File: src/rtl/rsc_pkg.sv
package rsc_pkg;

    localparam int SYM_W  = 4;
    localparam int PAR_SYMS = 2;
    localparam int PAR_W  = SYM_W * PAR_SYMS;
    localparam logic [SYM_W-1:0] FIELD_RED = 4'h3;
    localparam logic [SYM_W-1:0] GEN_C1 = 4'h6;
    localparam logic [SYM_W-1:0] GEN_C0 = 4'h8;

    typedef enum logic [1:0] {
        S_IDLE  = 2'd0,
        S_HOLD  = 2'd1,
        S_FLUSH = 2'd2
    } chain_state_t;

    function automatic logic [SYM_W-1:0] gf_mul(input logic [SYM_W-1:0] a,
                                                 input logic [SYM_W-1:0] b);
        logic [SYM_W-1:0] acc;
        logic [SYM_W-1:0] sh;
        acc = '0;
        sh  = a;
        for (int i = 0; i < SYM_W; i++) begin
            if (b[i]) acc = acc ^ sh;
            sh = {sh[SYM_W-2:0], 1'b0} ^ (sh[SYM_W-1] ? FIELD_RED : '0);
        end
        return acc;
    endfunction

endpackage

File: src/rtl/rsc_rem_encoder.sv
module rsc_rem_encoder
    import rsc_pkg::*;
#(
    parameter int K = 8
) (
    input  logic [K*SYM_W-1:0] msg,
    output logic [PAR_W-1:0]   par
);

    localparam int MSG_W = K * SYM_W;

    always_comb begin
        logic [SYM_W-1:0] hi;
        logic [SYM_W-1:0] lo;
        logic [SYM_W-1:0] fb;
        hi = '0;
        lo = '0;
        for (int i = 0; i < K; i++) begin
            fb = msg[MSG_W-1-i*SYM_W -: SYM_W] ^ hi;
            hi = lo ^ gf_mul(fb, GEN_C1);
            lo = gf_mul(fb, GEN_C0);
        end
        par = {hi, lo};
    end

endmodule

File: src/rtl/rsc_chain_ctrl.sv
module rsc_chain_ctrl
    import rsc_pkg::*;
(
    input  logic         clk,
    input  logic         rst_n,
    input  logic         in_valid,
    input  logic         in_last,
    output chain_state_t state,
    output logic         fire,
    output logic         flushing
);

    chain_state_t state_nx;

    always_ff @(posedge clk or negedge rst_n) begin
        if (!rst_n) state <= S_IDLE;
        else        state <= state_nx;
    end

    always_comb begin
        state_nx = state;
        unique case (state)
            S_IDLE: begin
                if (in_valid) state_nx = in_last ? S_FLUSH : S_HOLD;
            end
            S_HOLD: begin
                if (in_valid) state_nx = in_last ? S_FLUSH : S_HOLD;
            end
            S_FLUSH: begin
                if (in_valid) state_nx = in_last ? S_FLUSH : S_HOLD;
                else          state_nx = S_IDLE;
            end
            default: state_nx = S_IDLE;
        endcase
    end

    always_comb begin
        flushing = (state == S_FLUSH);
        fire     = flushing || (state == S_HOLD && in_valid);
    end

    // a stray last flag without a word leaves a held chain waiting
    a_r9_stray_last_hold: assert property (@(posedge clk) disable iff (!rst_n)
        (state == S_HOLD && !in_valid) |=> (state == S_HOLD));

    // the flush state lasts one cycle unless a new last word arrives
    a_r5_flush_once: assert property (@(posedge clk) disable iff (!rst_n)
        (state == S_FLUSH && !in_valid) |=> (state == S_IDLE));

endmodule

File: src/rtl/rsc_chain_parity.sv
module rsc_chain_parity
    import rsc_pkg::*;
#(
    parameter int INSTR_W = 16
) (
    input  logic               clk,
    input  logic               rst_n,
    input  logic               in_valid,
    input  logic [INSTR_W-1:0] in_data,
    input  logic               in_last,
    output logic               out_valid,
    output logic [PAR_W-1:0]   out_p1,
    output logic [PAR_W-1:0]   out_p2
);

    localparam int WORD_SYMS = INSTR_W / SYM_W;
    localparam int K1 = 2 * WORD_SYMS;
    localparam int K2 = 2 * PAR_SYMS;

    chain_state_t      state;
    logic              fire;
    logic              flushing;
    logic [INSTR_W-1:0] pend;
    logic [PAR_W-1:0]  prev_p1;
    logic [INSTR_W-1:0] succ;
    logic [PAR_W-1:0]  p1_now;
    logic [PAR_W-1:0]  p2_now;

    rsc_chain_ctrl u_ctrl (
        .clk      (clk),
        .rst_n    (rst_n),
        .in_valid (in_valid),
        .in_last  (in_last),
        .state    (state),
        .fire     (fire),
        .flushing (flushing)
    );

    assign succ = flushing ? '0 : in_data;

    rsc_rem_encoder #(.K(K1)) u_enc_p1 (
        .msg ({pend, succ}),
        .par (p1_now)
    );

    rsc_rem_encoder #(.K(K2)) u_enc_p2 (
        .msg ({p1_now, prev_p1}),
        .par (p2_now)
    );

    always_ff @(posedge clk or negedge rst_n) begin
        if (!rst_n) begin
            pend    <= '0;
            prev_p1 <= '0;
        end else begin
            if (in_valid) pend <= in_data;
            if (fire)     prev_p1 <= flushing ? '0 : p1_now;
        end
    end

    always_ff @(posedge clk or negedge rst_n) begin
        if (!rst_n) begin
            out_valid <= 1'b0;
            out_p1    <= '0;
            out_p2    <= '0;
        end else begin
            out_valid <= fire;
            if (fire) begin
                out_p1 <= p1_now;
                out_p2 <= p2_now;
            end
        end
    end

    // a successor word accepted while holding yields an output next cycle
    a_r4_chain_emit: assert property (@(posedge clk) disable iff (!rst_n)
        (state == S_HOLD && in_valid) |=> out_valid);

    // no output follows a cycle with nothing pending
    a_r4_idle_quiet: assert property (@(posedge clk) disable iff (!rst_n)
        (state == S_IDLE) |=> !out_valid);

    // the last word's output follows the flush cycle
    a_r5_flush_emit: assert property (@(posedge clk) disable iff (!rst_n)
        (state == S_FLUSH) |=> out_valid);

endmodule

File: config.mk
export PLATFORM = sky130hd
export DESIGN_NAME = rsc_chain_parity
export DESIGN_NICKNAME = d
export VERILOG_FILES = /design/src/rtl/rsc_pkg.sv /design/src/rtl/rsc_rem_encoder.sv /design/src/rtl/rsc_chain_ctrl.sv /design/src/rtl/rsc_chain_parity.sv
export SDC_FILE = /design/constraint.sdc
export NUM_CORES = 1
export LEC_CHECK = 0
export BUFFER_PORTS_ARGS = -buffer_cell sky130_fd_sc_hd__buf_2
export CAP_MARGIN = 15
export CORE_UTILIZATION = 41
export DETAILED_ROUTE_END_ITERATION = 16
export SYNTH_ARGS = -nofsm -noshare
export SYNTH_HDL_FRONTEND = slang
export SYNTH_SLANG_ARGS = --single-unit
File: constraint.sdc
create_clock -name clk -period 4.1 [get_ports clk]
set_input_delay 0.205 -clock clk [delete_from_list [all_inputs] [get_ports clk]]
set_output_delay 0.205 -clock clk [all_outputs]
set_load 0.1 [all_outputs]
==> impl_results.md <==
* Met3 WL at 204 um
* Worst-Margin Slew at 0.9733 ns
* Post-synthesis adder-cell area fraction at 0%
* Final Hold Viols at 0
* Mapped Area at 0.003223 mm^2
* HPWL after detailed placement at 4.926 mm
* Port Buffers at 36
* TritonCTS clock tree: yes
* Initial drt markers at 82
* Number of gates resized after cts at 0
* Post-synth EDFFs at 0
* Reg-to-reg slack, setup at 0.25 ns
* Final setup viols at 0
* Mux share of post-synthesis cell area at 5.939%
* Fin crit share at 93.98%
* Overflow after GRT at 0
* Hold_ws at 0.04990 ns
* Top Metal Used: met4
* Met2 wire length at 2.896 mm
* Largest net degree at the start of global routing at 44
* Synth-to-layout area growth at 11.96%
* Max_slew headroom at 35.11%
* Most frequent cells in the layout: 52 x xnor2_1, 43 x dfrtp_1, 36 x buf_2
* H-tree Lvls at 2
* Main combinational cell family by area after synthesis: XOR/XNOR gates
* GR Util All Layers at 17.07%
* Crit path required time at 4.34 ns
* Min-Delay Path Class: in -> async
* CTS Root Cell: clkbuf_8
* Yosys reg bits at 43
* Die Height at 90.67 um
* First-pass GRT wire length at 10.93 mm
* Routed len/inst at 15.66 um
* RSZ-0062 raised after global routing: false
* TritonRoute pass-1 iters at 4
* Syn_nets at 288
* Final nets at 326
* Skew final at 0.01050 ns
* CP Max Fanout at 14
* Synth Area per Inst at 12.03 um^2
* Routability cong. at 0.8150
* Post-Synthesis Cells at 268
* Cell Rows at 31
* Count of cell types in the netlist at 25
* Critical path capture point type: register
* Final Routed Wirelength at 6.358 mm
* Drt via density at 4.803
* Most used DFF post-synth: dfrtp_1
* Fmax at 259.5 MHz
* Max-Cap Viols at 0
* Async SR Flop Fraction at 100.0%
* Core footprint at 0.007408 mm^2
* Filler cells at 698
* Setup CP Type: reg -> reg
* Compound-Gate Fraction of Synth Area at 6.056%
* Post-route antenna net violation count at 0
* Final min period at 3.853 ns
* Initial antenna violation count at 0
* Via count at 1,950
* Vias in the first global route at 2,077
* # diodes at 0
* Fin. max-slew vios at 0
* Status: finished, final reports clean
* Die X at 90.67 um
* Most common cell after layout, fill and taps aside: xnor2_1
* Clock sink total at 43
* Total CTS buffers at 5
* Register area share after synthesis at 33.39%
* CP arrival at 4.09 ns
* CTS clk-pin slew, worst paths at 0.10 ns
* Met1 WL at 3.181 mm
* Post-synthesis xor/xnor area fraction at 46.97%
* Post-CTS Hold Buffers at 0
* Clk buf depth at 2
* Drt drc at 0
* DIE AREA at 0.008220 mm^2
* Share of cells above drive strength 1 at 25.73%
* Number of post-CTS setup repair buffers at 0
* Startpoint types: register
* Clk_lat worst skew at 0.31 ns
* Ys Warns at 0
* Starting Density at 43.51%
* Post-synthesis simple-gate area fraction at 6.483%
* # IOs at 37
* Final setup TNS at 0 ns
## critical path, cell delays in order, from the launching register on
cell,delay (ns)
dfrtp_1,0.59
nor2b_1,0.52
nor2_1,0.14
xnor2_1,0.37
xnor3_2,0.34
xnor3_1,0.48
xor3_1,0.52
xnor3_2,0.28
xnor3_1,0.39
a21oi_1,0.15
## final timing paths
kind / startpoint / endpoint / cells past startpoint
max: u_ctrl.state[1]$_DFFE_PN0P_ / out_p2[7]$_DFFE_PN0P_ / 9
min reg2reg: out_p1[3]$_DFFE_PN0P_ / out_p1[3]$_DFFE_PN0P_ / 2
min: rst_n / pend[8]$_DFFE_PN0P_ / 1
min in group clk: in_last / u_ctrl.state[1]$_DFFE_PN0P_ / 3
max reg2reg: u_ctrl.state[1]$_DFFE_PN0P_ / out_p2[7]$_DFFE_PN0P_ / 9
max in group asynchronous: rst_n / out_p1[2]$_DFFE_PN0P_ / 1
## logic make-up after synthesis
kind of cell    count (synthesis)
xor+xnor                      117
simple gates                   51
flops                          43
compound gates                 31
mux                            17
buf+inv                         9
## synth_stat cells (5+ instances only)
master    count  share of area (%)
xor3_1        5                3.7
nand2_1      26                3.0
clkbuf_1      5               0.58
a21oi_1       9                1.4
xnor2_2       7                3.5
xnor2_1      52                 14
xor2_1       27                7.3
xnor3_1      18                 13
mux2_2       17                5.9
o21ai_0       8                1.2
nor2_1       18                2.1
a22o_1       10                2.7
dfrtp_1      43                 33
## sequential cells by signal, indices dropped and copies added (netlist names)
register	cells
out_p2	8
out_p1	8
prev_p1	8
pend	16
u_ctrl.state	2
out_valid	1
## metrics by stage
stage | worst slack [ns] | cell area [um^2] | utilization (%) | cells
floorplan | 0.8179 | 3223 | - | 268
global placement | 0.3227 | 3516 | 47.46 | 398
detailed placement | 0.2565 | 3516 | 47.46 | 398
CTS | 0.2129 | 3608 | 48.71 | 406
global route | 0.01938 | 3608 | 48.71 | 406
finish | 0.2468 | 3608 | 48.71 | 406
## routing by layer
metal	up-vias	GRT usage, %
met4	0	4.435
met1	953	24.69
met3	7	2.694
li1	964	-
met2	26	26.64
met5	-	0
## area by class of cell
| class | instances | area [um^2] | area share (%) |
|---|---|---|---|
| clock inverters | 3 | 23.77 | 0.6588 |
| flip-flops and latches | 43 | 1076 | 29.82 |
| inverters | 1 | 3.754 | 0.1040 |
| multi-input cells | 216 | 2110 | 58.46 |
| repair buffers | 39 | 202.7 | 5.617 |
| clock buffers | 5 | 68.82 | 1.907 |
| well taps | 99 | 123.9 | 3.433 |
Power is left out: the tool's default activity adds up to more than one toggle a clock period on the data nets, which glitch-free logic cannot reach.
